`src/rtl/rtc_tod_pkg.sv`:
```
package rtc_tod_pkg;

    typedef enum logic [1:0] {
        ST_IDLE,
        ST_ARMED,
        ST_STEP,
        ST_FINISH
    } seq_state_e;

    localparam int DATA_W    = 8;
    localparam int IDX_W     = 4;
    localparam int NUM_TOD   = 10;
    localparam int NUM_FIELD = 6;
    localparam int NUM_ALARM = 3;

    localparam int OFS_SEC   = 0;
    localparam int OFS_ASEC  = 1;
    localparam int OFS_MIN   = 2;
    localparam int OFS_AMIN  = 3;
    localparam int OFS_HOUR  = 4;
    localparam int OFS_AHOUR = 5;
    localparam int OFS_WDAY  = 6;
    localparam int OFS_DATE  = 7;
    localparam int OFS_MON   = 8;
    localparam int OFS_YEAR  = 9;
    localparam int OFS_CTLA  = 10;
    localparam int OFS_CTLB  = 11;
    localparam int OFS_CTLC  = 12;
    localparam int OFS_CTLD  = 13;

    localparam int CB_FREEZE = 7;
    localparam int CB_BIN    = 2;
    localparam int CB_H24    = 1;

    localparam logic [DATA_W-1:0] CTLB_RESET = 8'h02;
    localparam logic [DATA_W-1:0] CTLD_VALUE = 8'h80;

    // Stored code to plain number.
    function automatic logic [7:0] code_to_num(input logic [7:0] c, input logic bin);
        logic [7:0] tens;
        tens = {4'd0, c[7:4]};
        return bin ? c : (tens * 8'd10 + {4'd0, c[3:0]});
    endfunction

    // Plain number (0-99) to stored code.
    function automatic logic [7:0] num_to_code(input logic [7:0] n, input logic bin);
        logic [7:0] t;
        logic [7:0] o;
        t = n / 8'd10;
        o = n % 8'd10;
        return bin ? n : {t[3:0], o[3:0]};
    endfunction

    function automatic logic [7:0] month_days(input logic [7:0] mon, input logic [7:0] yr);
        logic [7:0] d;
        case (mon)
            8'd4, 8'd6, 8'd9, 8'd11: d = 8'd30;
            8'd2:                    d = (yr[1:0] == 2'b00) ? 8'd29 : 8'd28;
            default:                 d = 8'd31;
        endcase
        return d;
    endfunction

    // Which register each generic counting field drives.
    function automatic int field_reg(input int i);
        case (i)
            0:       return OFS_SEC;
            1:       return OFS_MIN;
            2:       return OFS_WDAY;
            3:       return OFS_DATE;
            4:       return OFS_MON;
            default: return OFS_YEAR;
        endcase
    endfunction

    function automatic logic [7:0] field_lo(input int i);
        return (i == 2 || i == 3 || i == 4) ? 8'd1 : 8'd0;
    endfunction

    function automatic logic [7:0] tod_reset(input int i);
        return (i == OFS_WDAY || i == OFS_DATE || i == OFS_MON) ? 8'h01 : 8'h00;
    endfunction

endpackage

```
`src/rtl/rtc_tod_seq.sv`:
```
module rtc_tod_seq
    import rtc_tod_pkg::*;
#(
    parameter int LEAD = 4
) (
    input  logic clk,
    input  logic rst_n,
    input  logic tick,
    input  logic freeze,
    output logic uip,
    output logic step_en,
    output logic done
);

    localparam int CW = (LEAD > 1) ? $clog2(LEAD) : 1;
    localparam logic [CW-1:0] CNT_LAST = CW'(LEAD - 1);

    seq_state_e state_q, state_d;
    logic [CW-1:0] cnt_q;

    // Next-state logic.
    always_comb begin
        state_d = state_q;
        unique case (state_q)
            ST_IDLE:   if (tick && !freeze)     state_d = ST_ARMED;
            ST_ARMED:  if (cnt_q == CNT_LAST)   state_d = ST_STEP;
            ST_STEP:   state_d = freeze ? ST_IDLE : ST_FINISH;
            ST_FINISH: state_d = ST_IDLE;
        endcase
    end

    // State register and lead counter.
    always_ff @(posedge clk) begin
        if (!rst_n) begin
            state_q <= ST_IDLE;
            cnt_q   <= '0;
        end else begin
            state_q <= state_d;
            cnt_q   <= (state_q == ST_ARMED) ? cnt_q + 1'b1 : '0;
        end
    end

    // Outputs.
    always_comb begin
        uip     = 1'b0;
        step_en = 1'b0;
        done    = 1'b0;
        unique case (state_q)
            ST_IDLE:   ;
            ST_ARMED:  uip = 1'b1;
            ST_STEP: begin
                uip     = 1'b1;
                step_en = !freeze;
            end
            ST_FINISH: done = 1'b1;
        endcase
    end

endmodule

```
`src/rtl/rtc_tod_field.sv`:
```
module rtc_tod_field
    import rtc_tod_pkg::*;
#(
    parameter logic [7:0] LO = 8'd0
) (
    input  logic [7:0] cur,
    input  logic       bin_mode,
    input  logic       carry_in,
    input  logic [7:0] hi,
    output logic [7:0] nxt,
    output logic       carry_out
);

    logic [7:0] num;

    always_comb begin
        num       = code_to_num(cur, bin_mode);
        carry_out = carry_in && (num >= hi);
        if (!carry_in) begin
            nxt = cur;
        end else if (num >= hi) begin
            nxt = num_to_code(LO, bin_mode);
        end else begin
            nxt = num_to_code(num + 8'd1, bin_mode);
        end
    end

endmodule

```
`src/rtl/rtc_tod_hour.sv`:
```
module rtc_tod_hour
    import rtc_tod_pkg::*;
(
    input  logic [7:0] cur,
    input  logic       bin_mode,
    input  logic       h24,
    input  logic       carry_in,
    output logic [7:0] nxt,
    output logic       carry_out
);

    logic       pm;
    logic [7:0] num24;
    logic [7:0] num12;

    always_comb begin
        pm        = cur[7];
        num24     = code_to_num(cur, bin_mode);
        num12     = code_to_num({1'b0, cur[6:0]}, bin_mode);
        nxt       = cur;
        carry_out = 1'b0;
        if (carry_in) begin
            if (h24) begin
                if (num24 >= 8'd23) begin
                    nxt       = num_to_code(8'd0, bin_mode);
                    carry_out = 1'b1;
                end else begin
                    nxt = num_to_code(num24 + 8'd1, bin_mode);
                end
            end else if (num12 == 8'd11) begin
                nxt       = num_to_code(8'd12, bin_mode) | {!pm, 7'd0};
                carry_out = pm;
            end else if (num12 >= 8'd12) begin
                nxt = num_to_code(8'd1, bin_mode) | {pm, 7'd0};
            end else begin
                nxt = num_to_code(num12 + 8'd1, bin_mode) | {pm, 7'd0};
            end
        end
    end

endmodule

```
`src/rtl/rtc_tod_alarm.sv`:
```
module rtc_tod_alarm
    import rtc_tod_pkg::*;
#(
    parameter int N = NUM_ALARM
) (
    input  logic [7:0] cur [N],
    input  logic [7:0] alm [N],
    output logic       match
);

    logic [N-1:0] hit;

    genvar g;
    generate
        for (g = 0; g < N; g++) begin : g_cmp
            assign hit[g] = (alm[g][7:6] == 2'b11) || (alm[g] == cur[g]);
        end
    endgenerate

    assign match = &hit;

endmodule

```
`src/rtl/rtc_tod_core.sv`:
```
module rtc_tod_core
    import rtc_tod_pkg::*;
#(
    parameter int UIP_LEAD = 4
) (
    input  logic       clk,
    input  logic       rst_n,
    input  logic       tick_1hz,
    input  logic       idx_we,
    input  logic       data_we,
    input  logic [7:0] wdata,
    output logic [7:0] rdata,
    output logic       uip_o,
    output logic       upd_done_o,
    output logic       alarm_o
);

    logic [IDX_W-1:0]  ptr_q;
    logic [DATA_W-1:0] tod_q   [NUM_TOD];
    logic [DATA_W-1:0] tod_nxt [NUM_TOD];
    logic [6:0]        ctla_q;
    logic [DATA_W-1:0] ctlb_q;

    logic bin_mode, h24, freeze;
    logic step_en, seq_done, match;

    assign bin_mode = ctlb_q[CB_BIN];
    assign h24      = ctlb_q[CB_H24];
    assign freeze   = ctlb_q[CB_FREEZE];

    rtc_tod_seq #(.LEAD(UIP_LEAD)) u_seq (
        .clk     (clk),
        .rst_n   (rst_n),
        .tick    (tick_1hz),
        .freeze  (freeze),
        .uip     (uip_o),
        .step_en (step_en),
        .done    (seq_done)
    );

    // Counting chain.
    logic       f_cin  [NUM_FIELD];
    logic       f_cout [NUM_FIELD];
    logic [7:0] f_hi   [NUM_FIELD];
    logic [7:0] f_nxt  [NUM_FIELD];
    logic [7:0] hr_nxt;
    logic       hr_cout;
    logic       unused_carries;

    always_comb begin
        f_hi[0] = 8'd59;
        f_hi[1] = 8'd59;
        f_hi[2] = 8'd7;
        f_hi[3] = month_days(code_to_num(tod_q[OFS_MON], bin_mode),
                             code_to_num(tod_q[OFS_YEAR], bin_mode));
        f_hi[4] = 8'd12;
        f_hi[5] = 8'd99;
        f_cin[0] = step_en;
        f_cin[1] = f_cout[0];
        f_cin[2] = hr_cout;
        f_cin[3] = hr_cout;
        f_cin[4] = f_cout[3];
        f_cin[5] = f_cout[4];
    end

    assign unused_carries = f_cout[2] ^ f_cout[5];

    genvar g;
    generate
        for (g = 0; g < NUM_FIELD; g++) begin : g_fld
            rtc_tod_field #(.LO(field_lo(g))) u_fld (
                .cur       (tod_q[field_reg(g)]),
                .bin_mode  (bin_mode),
                .carry_in  (f_cin[g]),
                .hi        (f_hi[g]),
                .nxt       (f_nxt[g]),
                .carry_out (f_cout[g])
            );
        end
    endgenerate

    rtc_tod_hour u_hour (
        .cur       (tod_q[OFS_HOUR]),
        .bin_mode  (bin_mode),
        .h24       (h24),
        .carry_in  (f_cout[1]),
        .nxt       (hr_nxt),
        .carry_out (hr_cout)
    );

    always_comb begin
        for (int i = 0; i < NUM_TOD; i++) tod_nxt[i] = tod_q[i];
        for (int k = 0; k < NUM_FIELD; k++) tod_nxt[field_reg(k)] = f_nxt[k];
        tod_nxt[OFS_HOUR] = hr_nxt;
    end

    // Register file.
    always_ff @(posedge clk) begin
        if (!rst_n) begin
            ptr_q  <= '0;
            ctla_q <= '0;
            ctlb_q <= CTLB_RESET;
            for (int i = 0; i < NUM_TOD; i++) tod_q[i] <= tod_reset(i);
        end else begin
            if (idx_we) ptr_q <= wdata[IDX_W-1:0];
            for (int i = 0; i < NUM_TOD; i++) begin
                if (data_we && ptr_q == IDX_W'(i)) tod_q[i] <= wdata;
                else if (step_en)                  tod_q[i] <= tod_nxt[i];
            end
            if (data_we && ptr_q == IDX_W'(OFS_CTLA)) ctla_q <= wdata[6:0];
            if (data_we && ptr_q == IDX_W'(OFS_CTLB)) ctlb_q <= wdata;
        end
    end

    // Alarm compare on the freshly updated time.
    logic [7:0] alm_cur [NUM_ALARM];
    logic [7:0] alm_ref [NUM_ALARM];

    assign alm_cur[0] = tod_q[OFS_SEC];
    assign alm_cur[1] = tod_q[OFS_MIN];
    assign alm_cur[2] = tod_q[OFS_HOUR];
    assign alm_ref[0] = tod_q[OFS_ASEC];
    assign alm_ref[1] = tod_q[OFS_AMIN];
    assign alm_ref[2] = tod_q[OFS_AHOUR];

    rtc_tod_alarm #(.N(NUM_ALARM)) u_alarm (
        .cur   (alm_cur),
        .alm   (alm_ref),
        .match (match)
    );

    assign upd_done_o = seq_done;
    assign alarm_o    = seq_done && match;

    // Read mux.
    always_comb begin
        case (ptr_q)
            4'd0:  rdata = tod_q[0];
            4'd1:  rdata = tod_q[1];
            4'd2:  rdata = tod_q[2];
            4'd3:  rdata = tod_q[3];
            4'd4:  rdata = tod_q[4];
            4'd5:  rdata = tod_q[5];
            4'd6:  rdata = tod_q[6];
            4'd7:  rdata = tod_q[7];
            4'd8:  rdata = tod_q[8];
            4'd9:  rdata = tod_q[9];
            4'd10: rdata = {uip_o, ctla_q};
            4'd11: rdata = ctlb_q;
            4'd13: rdata = CTLD_VALUE;
            default: rdata = '0;
        endcase
    end

endmodule

```
`config.mk`:
```
export PLATFORM = sky130hd
export DESIGN_NAME = rtc_tod_core
export DESIGN_NICKNAME = d
export VERILOG_FILES = /design/src/rtl/rtc_tod_pkg.sv /design/src/rtl/rtc_tod_seq.sv /design/src/rtl/rtc_tod_field.sv /design/src/rtl/rtc_tod_hour.sv /design/src/rtl/rtc_tod_alarm.sv /design/src/rtl/rtc_tod_core.sv
export SDC_FILE = /design/constraint.sdc
export NUM_CORES = 1
export LEC_CHECK = 0
export ABC_CLOCK_PERIOD_IN_PS = 6900
export BUFFER_PORTS_ARGS = -buffer_cell sky130_fd_sc_hd__buf_4
export CAP_MARGIN = 20
export CORE_MARGIN = 5
export CORE_UTILIZATION = 34
export DETAILED_ROUTE_END_ITERATION = 12
export PLACE_DENSITY_LB_ADDON = 0.05
export SKIP_CTS_REPAIR_TIMING = 1
export SLEW_MARGIN = 20
export SYNTH_ARGS = -nofsm -noshare
export SYNTH_HDL_FRONTEND = slang
export SYNTH_SLANG_ARGS = --single-unit
```
`constraint.sdc`:
```
create_clock -name clk -period 6.9 [get_ports clk]
set_input_delay 1.38 -clock clk [delete_from_list [all_inputs] [get_ports clk]]
set_output_delay 1.38 -clock clk [all_outputs]
set_load 0.01 [all_outputs]
```
== Word-level counts from Yosys, hierarchy flattened ==
Memories as Yosys holds them, arrays and structs flattened.
Cells that the tools add are included.

* Add/subtract/negate cells: 17
* Multipliers: 8
* Div/mod/pow operators: 16
* Order comparisons: 8
* Equality and inequality tests: 30
* Shift-type cells: 0
* Multiplexer cells: 130
* Bitwise operators: 22
* Reduce and logical (&&, ||, !) cells: 31

{| class="wikitable"
|+ Operators with widths
! operator !! number
|-
| 2-to-1 mux 8 bit || 53
|-
| case mux 8 bit (13 select lines) || 1
|-
| 2-to-1 mux 1 bit || 70
|-
| adder 8 x 1 -> 8 bit (second input constant) || 8
|-
| divider 8 x 4 -> 8 bit (second input constant) || 8
|-
| remainder unit 8 x 4 -> 8 bit (second input constant) || 8
|-
| adder 8 x 4 -> 8 bit || 7
|-
| multiplier 4 x 3 -> 7 bit (second input constant) || 7
|-
| equality test 8 x 4 -> 1 bit (second input constant) || 3
|-
| equality test 8 bit || 3
|-
| equality test 4 bit (second input constant) || 5
|-
| OR 1 bit || 20
|-
| logical AND 1 bit || 18
|-
| equality test 4 x 3 -> 1 bit (second input constant) || 4
|-
| equality test 8 x 3 -> 1 bit (second input constant) || 2
|-
| >= comparator 8 x 4 -> 1 bit (second input constant) || 2
|-
| >= comparator 8 x 6 -> 1 bit (second input constant) || 2
|-
| OR 8 bit || 2
|-
| equality test 2 bit (second input constant) || 6
|-
| adder 7 x 4 -> 8 bit || 1
|-
| equality test 4 x 2 -> 1 bit (second input constant) || 2
|-
| equality test 8 x 2 -> 1 bit (second input constant) || 1
|-
| >= comparator 8 x 3 -> 1 bit (second input constant) || 1
|-
| >= comparator 8 x 5 -> 1 bit || 1
|-
| other kinds (19) || 27
|}

* Bits in registers: 23
* Latch bits: 0
* Bits in writable memories: 80
* ROM bits: 0
* Input port bits: 13
* Output and inout port bits: 11
* Logic and storage cells: 268
* Memories: 1

{| class="wikitable"
|+ Memories
! memory !! words !! width !! read ports !! clocked after Yosys merged registers in !! write ports !! line !! source
|-
| tod_q || 10 || 8 || 10 || 0 || 10 || rtc_tod_core.sv:19 || <nowiki>logic [DATA_W-1:0] tod_q [NUM_TOD];</nowiki>
|}

== Depth between registers and ports, before layout ==
Gate-level depths: netlist of the first run.
An unclocked memory read counts as a cell.

* Depth in word-level cells: 13
* Mapped depth: 32
* Gate-level depth less buffers: 24

== Cells and area by module ==
A second synthesis of the first run with hierarchy kept.

* Cells, all modules: 2636
* Area total of the unflattened synthesis: 21121.5 um2

{| class="wikitable"
|+ By module, submodules not included
! module !! instances !! cells each !! area each (um2) !! sequential area each (um2)
|-
| rtc_tod_field at g_fld[0].u_fld ... || 3 || 274 || 2099.5 || 0.0
|-
| rtc_tod_field at g_fld[2].u_fld ... || 3 || 275 || 2098.3 || 0.0
|-
| rtc_tod_core || 1 || 580 || 5567.8 || 2782.7
|-
| rtc_tod_hour || 1 || 350 || 2424.8 || 0.0
|-
| rtc_tod_alarm || 1 || 34 || 280.3 || 0.0
|-
| rtc_tod_seq || 1 || 25 || 255.2 || 80.1
|}

== Worst setup path after synthesis of the first run ==
Ideal clock, no wire load.

* Kind: register to register
* From: reg ctlb_q[2]
* To: mem tod_q[8][2], data pin
* Arrival: 5948 ps
* Setup slack: 777 ps
* Stages on the path, launching flop included: 32
* Clock period less this slack: 6123 ps
* Cells stage by stage: dfxtp_1 -> buf_6 -> buf_6 -> buf_8 -> buf_8 -> buf_6 -> buf_2 -> buf_2 -> buf_1 -> buf_1 -> mux2_2 -> ha_1 -> nor2b_1 -> clkbuf_1 -> and3_1 -> xnor2_1 -> inv_1 -> ha_1 -> inv_1 -> a221oi_1 -> a31oi_1 -> o2111ai_1 -> a31o_2 -> or3b_1 -> o311a_1 -> buf_2 -> a32oi_1 -> o211ai_1 -> inv_1 -> ha_1 -> nand2b_1 -> a311oi_1

{| class="wikitable"
|+ RTL lines
! item !! line !! source
|-
| start: declaration || rtc_tod_core.sv:22 || <nowiki>logic [DATA_W-1:0] ctlb_q;</nowiki>
|-
| start signal: assignment || rtc_tod_core.sv:111 || <nowiki>if (data_we && ptr_q == IDX_W'(OFS_CTLB)) ctlb_q <= wdata;</nowiki>
|-
| end: declaration || rtc_tod_core.sv:19 ||
|}

==> results of run 1 <==
logic make-up (layout without fill, tap and decap cells):
kind of cell	count (synthesis)	after routing	synth area share [%]
xor gates and xnor gates	125	125	7.70
buffers and inverters	156	144	4.59
AOI/OAI and AO/OA	553	553	27.1
muxes	70	70	5.38
and+or+nand+nor	715	715	25.4
DFF	103	103	19.6
adders and majority gates	113	113	10.3
per-stage QoR:
stage	hold slack, ns	instance area (um^2)	util [%]
floorplan	0.396	14600	-
global placement	0.407	15300	35.8
detailed placement	0.417	15300	35.8
CTS	0.428	15600	36.4
global route	0.452	15600	36.4
finish	0.424	15600	36.4
power groups by stage:
stage	sequential [mW]	combinational, mW	clock (mW)
2_1_floorplan	0.805	2.66	0
3_3_place_gp	0.861	3.40	0
3_5_place_dp	0.863	3.39	0
4_1_cts	0.849	3.41	0.526
5_1_grt	0.858	3.82	0.547
6_report	0.850	3.41	0.522
flip-flops by register name, summed over array words and instances (netlist names):
name	flops
ptr_q	4
ctlb_q	8
tod_q	80
u_seq.cnt_q	2
ctla_q	7
u_seq.state_q	2
routing by layer:
metal / wire (um) / vias to the layer above / GRT usage, %
li1: - / 6920 / -
met1: 23900 / 6803 / 29.5
met2: 22500 / 318 / 33.1
met3: 1970 / 27 / 1.86
met4: 352 / 0 / 2.36
met5: 0 / - / 0
synth_stat cells, drive strengths merged (15+ instances only):
cell type / instances
o21ai: 105
nand2: 159
and3: 37
nor4: 18
a31oi: 21
dfxtp: 23
clkbuf: 47
a221oi: 15
nor3: 51
nand2b: 37
ha: 95
nand4: 19
xor2: 51
nor3b: 27
o211ai: 29
nor2: 156
o31ai: 27
xnor2: 74
a22oi: 20
mux2i: 45
buf: 29
o22ai: 16
edfxtp: 80
and2: 43
inv: 79
mux2: 22
nor2b: 27
o21a: 15
a211oi: 29
nand3: 76
or3: 18
a21oi: 116
worst max path at each step:
stage,to,slack (ns),depth (start not counted)
global placement,tod_q[0][3],0.77,21
global route,tod_q[7][3],0.11,21
CTS,tod_q[7][3],0.66,22
floorplan,tod_q[8][2],0.78,31
detailed placement,tod_q[0][3],0.69,22
finish,tod_q[7][3],0.62,22
area by class of cell:
| type | count | area (um^2) | area share, % |
|---|---|---|---|
| Multi-Input combinational cell | 1576 | 11100 | 71.1 |
| Tap cell | 546 | 683 | 4.38 |
| Clock inverter | 7 | 63.8 | 0.409 |
| Clock buffer | 9 | 225 | 1.44 |
| Timing Repair Buffer | 48 | 373 | 2.39 |
| Inverter | 80 | 300 | 1.93 |
| Sequential cell | 103 | 2870 | 18.4 |
==> results.toml, run 1 <==
[status]
outcome = "finished clean"

[floorplan]
die_h_um = 217
dieArea_um2 = 47200
core-area_um2 = 42800
io_pins = 24
rows = 76
die_w_um = 217
start_util_pct = 34.2

[cells_and_area]
antenna_cells = 0
final_common_cell = "nand2_1"
areaGrowthSynthToFinish_pct = 6.70
fin_nets = 1940
final_cell_mix = "158 x nand2_1, 154 x nor2_1, 114 x a21oi_1, 99 x o21ai_0, 95 x ha_1"
layout.cells.non_filler = 2369
fill_cells = 4515
drive_gt1_share_pct = 8.28

[synthesis]
synth_edf_count = 80
ys_warn_count = 0
avgSynthCellArea_um2 = 7.96
yosysSeqAreaShare_pct = 19.6
netlist_area_um2 = 14600
synth_nets = 1957
synth_top_area_share_pct = 16.4
synth-seq-cells = 103
dominantRegCellSynth = "edfxtp_1"
syn-instance-count = 1835
yosysUniqueCellTypes = 116
synth_top_cell_by_area = "edfxtp_1"
synth.area.top_cells = "edfxtp_1 16%, ha_1 8.1%, xnor2_1 4.3%"
synthArstFlopShare_pct = 0

[sta]
finClkSkew_ns = 0.0168
fin_crit_ns = 6.28
hold_viol = 0
rsz0062_at_grt = "false"
period_share_pct = 91.0
fin_ws_ns = 0.622
slew_headroom_pct = 31.0
setup_viol = 0
worst_slew_pin_slew_ns = 1.03
slew_viol_final = 0
max_freq_ghz = 0.159
finalSetupTns_ns = 0

[clock_network]
cts.clk_slew.worst_paths_ns = 0.08
cts_tree = "yes"
cts_max_path_buffers = 2
clk_latency_ns = 0.37
htree_levels = 3
cts_sinks = 103
cts_buffers = 9
cts-root-buf = "clkbuf_16"

[worst_setup_path]
crit_arrival_ns = 6.49
worstSetupPathType = "register to register"
crit_family = "compound AO/OA/AOI/OAI gates"
r2r_slack_ns = 0.62
crit_start = "tod_q[7][7]"
critPathRequiredTime_ns = 7.11
cp_cell_sequence = "ha_1 > ha_1 > inv_1 > fa_1 > nand2b_1 > o31a_1 > o31ai_1 > xnor2_1 > inv_1 > ha_1 > inv_1 > a311oi_1 > o31ai_4 > xor2_1 > a311oi_1 > a32oi_1 > nand3_1 > o21a_1 > ha_1 > or3_1 > a211o_1 > o211ai_1"
worst_path_largest_cell_delay_ns = 0.57
path_max_fanout = 8
end_kind = "register"
worstReg2RegStart = "tod_q[7][7]"
setup.worst_path.start_class = "register"
rr_endpoint = "tod_q[7][3]"
cpMaxStageDelayCell = "o31ai_1"
worst-r2r-cell-count = 22
timing.critical_path.mode_cell = "ha_1"
path_buf_inv = 3

[global_route]
antenna_found_initial = 2
grt_usage_pct = 20.1
grt_start_max_net_pins = 45
grt_pass1_vias = 13253
grt_pass1_wl_um = 76600
grt_overflow = 0

[pwr]
total_power_mw = 4.79
clkPwrFrac_pct = 10.9
power_frac_comb_pct = 71.3
p_sw_mw = 2.40
leakagePower_nw = 5.93
vdd_drop_max_uv = 161
p_int_mw = 2.38
netSwitchingFraction_pct = 50.2
powerDensity_nw_per_um2 = 307
pwr-share-seq_pct = 17.8

[placement]
place_ws_ns = 0.689
io_buffers = 23
place_congestion = 0.860
dp_hpwl_um = 36800
dp.cells = 2353

[routing]
vias_per_cell = 5.94
drt.antenna.violating_nets = 0
routed_wl_um = 48800
wl_per_cell_um = 20.6
drc_errors = 0
drt-initial-drc-count = 1304
dr_total_vias = 14068
first_pass_iters = 5

[min_path]
hold_class = "register to register"
hold_end = "u_seq.cnt_q[0]"
hold_start = "u_seq.cnt_q[0]"
hold_path_depth = 1

[job]
max_cap_violations = 0
Note: power is estimated with default switching activity, not from simulation.
==> inputs of run 2 (changes only) <==
Settings changed: CORE_ASPECT_RATIO from default to 0.7.
==> run 2 against run 1 <==
Net effect:
- clock power grew 2%
- clock-buffer cell count is 1 higher
- final cell count up 0.38%
- hold slack got worse by 0.0063 ns
- combinational power up 1%
- register-to-register slack barely moved
- via count up 1.2%
- cell area hardly changed
- core utilization is 0.36 points higher
- worst setup slack improved by 0.0067 ns
- global-route usage increased by 0.68 points
==> results.toml, run 2 (synthesis results as in run 1) <==
[status]
outcome = "finished clean"

[cells_and_area]
fin_area_um2 = 15600
areaGrowthSynthToFinish_pct = 6.79
drive_gt1_share_pct = 8.27
final_cell_mix = "158 x nand2_1, 154 x nor2_1, 114 x a21oi_1, 99 x o21ai_0, 95 x ha_1"
reg_top3 = "tod_q x80, ctlb_q x8, ctla_q x7"
largest_reg_flops = 80
largest_register = "tod_q"
final_common_cell = "nand2_1"
fin_nets = 1942
layout.cells.non_filler = 2378

[min_path]
hold_path_depth = 1
hold_end = "u_seq.cnt_q[0]"
hold_start = "u_seq.cnt_q[0]"
hold_class = "register to register"

[worst_setup_path]
r2r_slack_ns = 0.63
timing.critical_path.mode_cell = "ha_1"
worstSetupPathType = "register to register"
rr_endpoint = "tod_q[7][3]"
worst_path_largest_cell_delay_ns = 0.60
path_buf_inv = 3
cpMaxStageDelayCell = "o31ai_1"
crit_arrival_ns = 6.48
setup.worst_path.start_class = "register"
crit_family = "compound AO/OA/AOI/OAI gates"
end_kind = "register"
worst-r2r-cell-count = 22
critPathRequiredTime_ns = 7.11
cp_cell_sequence = "ha_1 > ha_1 > inv_1 > fa_1 > nand2b_1 > o31a_1 > o31ai_1 > xnor2_1 > inv_1 > ha_1 > inv_1 > a311oi_1 > o31ai_4 > xor2_1 > a311oi_1 > a32oi_1 > nand3_1 > o21a_1 > ha_1 > or3_1 > a211o_1 > o211ai_1"
worstReg2RegStart = "tod_q[7][7]"
path_max_fanout = 8

[placement]
place_congestion = 0.891
io_buffers = 23
place_area_um2 = 15300
dp_hpwl_um = 38400
dp.cells = 2361

[routing]
drc_errors = 0
drt-initial-drc-count = 1460
wl_per_cell_um = 21.1
vias_per_cell = 5.99
drt.antenna.violating_nets = 0
dr_total_vias = 14235
first_pass_iters = 6
routed_wl_um = 50200

[floorplan]
rows = 63
die_h_um = 183
start_util_pct = 34.5
io_pins = 24
dieArea_um2 = 47300
die_w_um = 258
core-area_um2 = 42400

[clock_network]
cts-root-buf = "clkbuf_16"
htree_levels = 3
cts.clk_slew.worst_paths_ns = 0.08
cts_buffers = 9
clk_latency_ns = 0.37
cts_sinks = 103
cts_max_path_buffers = 2
cts_tree = "yes"

[job]
max_cap_violations = 0

[sta]
hold_viol = 0
max_freq_ghz = 0.159
fin_crit_ns = 6.27
setup_viol = 0
rsz0062_at_grt = "false"
slew_viol_final = 0
finClkSkew_ns = 0.0110
finalSetupTns_ns = 0
worst_slew_pin_slew_ns = 1.07
period_share_pct = 90.9
slew_headroom_pct = 27.8

[pwr]
vdd_drop_max_uv = 171
leakagePower_nw = 5.94
total_power_mw = 4.83
powerDensity_nw_per_um2 = 310

[global_route]
grt_overflow = 0
grt_pass1_wl_um = 79400
grt_usage_pct = 20.7
grt_pass1_vias = 13365
grt_start_max_net_pins = 49
antenna_found_initial = 3
## run 2: changes by cell type in the layout (fill, tap and decap cells not counted)
cell / change
clkinv_2: +2
inv_8: -2
bufinv_16: +1
buf_12: -1
clkinv_4: -1
inv_6: -1
diode_2: +1
clkbuf_1: +1
clkinv_1: +1
inv_4: -1
buf_4: +3
## run 2: worst max-delay path by stage
| stage | cells past startpoint | startpoint | end |
|---|---|---|---|
| 6_report | 22 | tod_q[7][7] | tod_q[7][3] |
| 5_1_grt | 22 | tod_q[0][7] | tod_q[0][3] |
| 4_1_cts | 22 | tod_q[7][7] | tod_q[7][3] |
| 3_5_place_dp | 22 | tod_q[7][7] | tod_q[7][3] |
| 3_3_place_gp | 22 | tod_q[7][7] | tod_q[7][3] |
| 2_1_floorplan | 31 | ctlb_q[2] | tod_q[8][2] |
## run 2: layer usage
metal	GRT usage, %	vias to the layer above	share of wire (%)
met5	0	-	0
li1	-	6928	-
met3	2.65	34	4.7
met4	2.67	0	0.97
met1	33.2	6906	54
met2	30.3	367	41
## run 2: worst reg2reg max path: stages, from the launching register on
cell,delay (ns)
edfxtp_1,0.55
ha_1,0.35
ha_1,0.21
inv_1,0.07
fa_1,0.44
nand2b_1,0.19
o31a_1,0.30
o31ai_1,0.60
xnor2_1,0.29
inv_1,0.18
ha_1,0.35
inv_1,0.08
a311oi_1,0.35
o31ai_4,0.15
xor2_1,0.35
a311oi_1,0.11
a32oi_1,0.30
nand3_1,0.14
o21a_1,0.14
ha_1,0.18
or3_1,0.41
a211o_1,0.30
o211ai_1,0.09
## run 2: cell type report
cell class	instances	area, um^2
Inverter	80	300
Fill cell	4452	26800
Sequential cell	103	2870
Multi-Input combinational cell	1576	11100
Antenna cell	1	2.50
Timing Repair Buffer	50	375
Clock inverter	6	61.3
Clock buffer	10	229
Tap cell	552	691
## run 2: through the flow
step / utilization (%) / hold slack (ns) / setup slack, ns
after floorplan: - / 0.396 / 0.777
after global placement: 36.1 / 0.409 / 0.827
after detailed placement: 36.1 / 0.410 / 0.713
after CTS: 36.8 / 0.420 / 0.692
after global routing: 36.8 / 0.454 / 0.225
final: 36.8 / 0.418 / 0.628
## run 2: power by group
| group | internal (mW) | switching [mW] | total (mW) |
|---|---|---|---|
| Clock | 0.281 | 0.254 | 0.535 |
| Sequential | 0.739 | 0.111 | 0.850 |
| Combinational | 1.39 | 2.06 | 3.45 |
| Total | 2.41 | 2.42 | 4.83 |
==> inputs of run 3 (changes only) <==
Settings changed: REMOVE_ABC_BUFFERS from default to 1.
==> run 3 against run 2 <==
Net effect:
- combinational power about the same
- critical path depth is the same
- clock power increased by 8.6%
- critical endpoint unchanged
- sequential cell count is the same
- non-clock buffer count fell by 1
- critical path type unchanged
- sequential share of layout area fell by 0.050 points
- global-route usage barely moved
- core utilization is 0.10 points higher
- power rose by 1.4%
==> results.toml, run 3 (synthesis results as in run 1) <==
[cells_and_area]
final_cell_mix = "158 x nand2_1, 154 x nor2_1, 114 x a21oi_1, 99 x o21ai_0, 95 x ha_1"
reg_top3 = "tod_q x80, ctlb_q x8, ctla_q x7"
drive_gt1_share_pct = 8.28
fill_cells = 4412
largest_register = "tod_q"
layout.cells.non_filler = 2376
antenna_cells = 0
largest_reg_flops = 80
fin_nets = 1941
areaGrowthSynthToFinish_pct = 7.08
final_common_cell = "nand2_1"

[sta]
fin_ws_ns = 0.565
slew_headroom_pct = 35.8
worst_slew_pin_slew_ns = 0.957
fin_crit_ns = 6.34
hold_viol = 0
hold_ws_ns = 0.437
period_share_pct = 91.8
slew_viol_final = 0
rsz0062_at_grt = "false"
finalSetupTns_ns = 0
setup_viol = 0
max_freq_ghz = 0.158
finClkSkew_ns = 0.0108

[floorplan]
die_w_um = 258
start_util_pct = 34.5
core-area_um2 = 42400
dieArea_um2 = 47300
io_pins = 24
rows = 63
die_h_um = 183

[routing]
routed_wl_um = 50700
drt-initial-drc-count = 1423
first_pass_iters = 6
drc_errors = 0
dr_total_vias = 14160
drt.antenna.violating_nets = 0
vias_per_cell = 5.96
wl_per_cell_um = 21.3

[min_path]
hold_start = "u_seq.cnt_q[0]"
hold_path_depth = 1
hold_class = "register to register"
hold_end = "u_seq.cnt_q[0]"

[worst_setup_path]
cpMaxStageDelayCell = "o31ai_1"
worst_path_largest_cell_delay_ns = 0.59
worstSetupPathType = "register to register"
r2r_slack_ns = 0.56
worst-r2r-cell-count = 22
rr_endpoint = "tod_q[7][3]"
timing.critical_path.mode_cell = "ha_1"
critPathRequiredTime_ns = 7.10
setup.worst_path.start_class = "register"
worstReg2RegStart = "tod_q[7][7]"
path_max_fanout = 8
end_kind = "register"
crit_arrival_ns = 6.54
cp_cell_sequence = "ha_1 > ha_1 > inv_1 > fa_1 > nand2b_1 > o31a_1 > o31ai_1 > xnor2_1 > inv_1 > ha_1 > inv_1 > a311oi_1 > o31ai_4 > xor2_1 > a311oi_1 > a32oi_1 > nand3_1 > o21a_1 > ha_1 > or3_1 > a211o_1 > o211ai_1"

[clock_network]
htree_levels = 3
cts_max_path_buffers = 2
cts.clk_slew.worst_paths_ns = 0.08
cts-root-buf = "clkbuf_16"
cts_sinks = 103
cts_tree = "yes"
cts_buffers = 9
clk_latency_ns = 0.36

[global_route]
grt_usage_pct = 20.7
grt_pass1_vias = 13256
grt_pass1_wl_um = 79300
grt_overflow = 0
antenna_found_initial = 0
grt_start_max_net_pins = 56

[placement]
place_congestion = 0.856
dp.cells = 2360
dp_hpwl_um = 38600
place_ws_ns = 0.676
io_buffers = 23

[pwr]
powerDensity_nw_per_um2 = 313
leakagePower_nw = 5.96
vdd_drop_max_uv = 147

[status]
outcome = "finished clean"

[job]
max_cap_violations = 0
## run 3: changes by cell type in the layout (fill, tap and decap cells not counted)
cell,delta
buf_4,-2
clkinv_4,-2
buf_12,+1
bufinv_16,+1
clkbuf_1,-1
clkinv_2,-1
clkinv_8,+1
diode_2,-1
inv_6,+1
inv_8,+1
## run 3: report_power, final
group / internal [mW] / leakage, nW / switching [mW]
Clock: 0.324 / 0.162 / 0.257
Combinational: 1.39 / 4.79 / 2.08
Sequential: 0.739 / 1.01 / 0.115
Total: 2.45 / 5.96 / 2.45
## run 3: metrics by stage
stage | area [um^2] | power [mW] | util [%]
2_1_floorplan | 14200 | 3.44 | -
3_3_place_gp | 15300 | 4.27 | 36.1
3_5_place_dp | 15300 | 4.29 | 36.1
4_1_cts | 15600 | 4.88 | 36.9
5_1_grt | 15600 | 5.36 | 36.9
6_report | 15600 | 4.90 | 36.9
## run 3: how the worst max path moves through the flow
stage,startpoint,end,cells past startpoint
floorplan,ctlb_q[2],tod_q[0][3],16
global placement,tod_q[0][7],tod_q[0][3],22
detailed placement,tod_q[7][7],tod_q[7][3],22
CTS,tod_q[7][7],tod_q[7][3],22
global route,tod_q[0][7],tod_q[0][3],22
finish,tod_q[7][7],tod_q[7][3],22
## run 3: metal layers
layer  global-route usage (%)  share of wire, %  routed length [um]  vias to the layer above
met4                     2.86              0.93                 470                        0
met1                     33.6                53               27100                     6805
met5                        0                 0                   0                        -
li1                         -                 -                   -                     6939
met3                     1.55               4.6                2310                       38
met2                     30.5                41               20800                      378
## run 3: worst max-delay path, delay by kind of cell (launching register included)
| kind | cells | cell delay (ns) |
|---|---|---|
| AO/OA/AOI/OAI | 9 | 2.38 |
| adder cells (fa/ha/maj) | 5 | 1.52 |
| flip-flops | 1 | 0.52 |
| XOR/XNOR | 2 | 0.67 |
| AND/OR/NAND/NOR | 3 | 0.75 |
| buffers and inverters | 3 | 0.34 |
## run 3: area by class of cell
type	count	area (um^2)	area share (%)
Clock buffer	9	225	1.44
Clock inverter	7	105	0.672
Inverter	80	300	1.92
Multi-Input combinational cell	1576	11100	70.8
Sequential cell	103	2870	18.3
Tap cell	552	691	4.41
Timing Repair Buffer	49	380	2.43
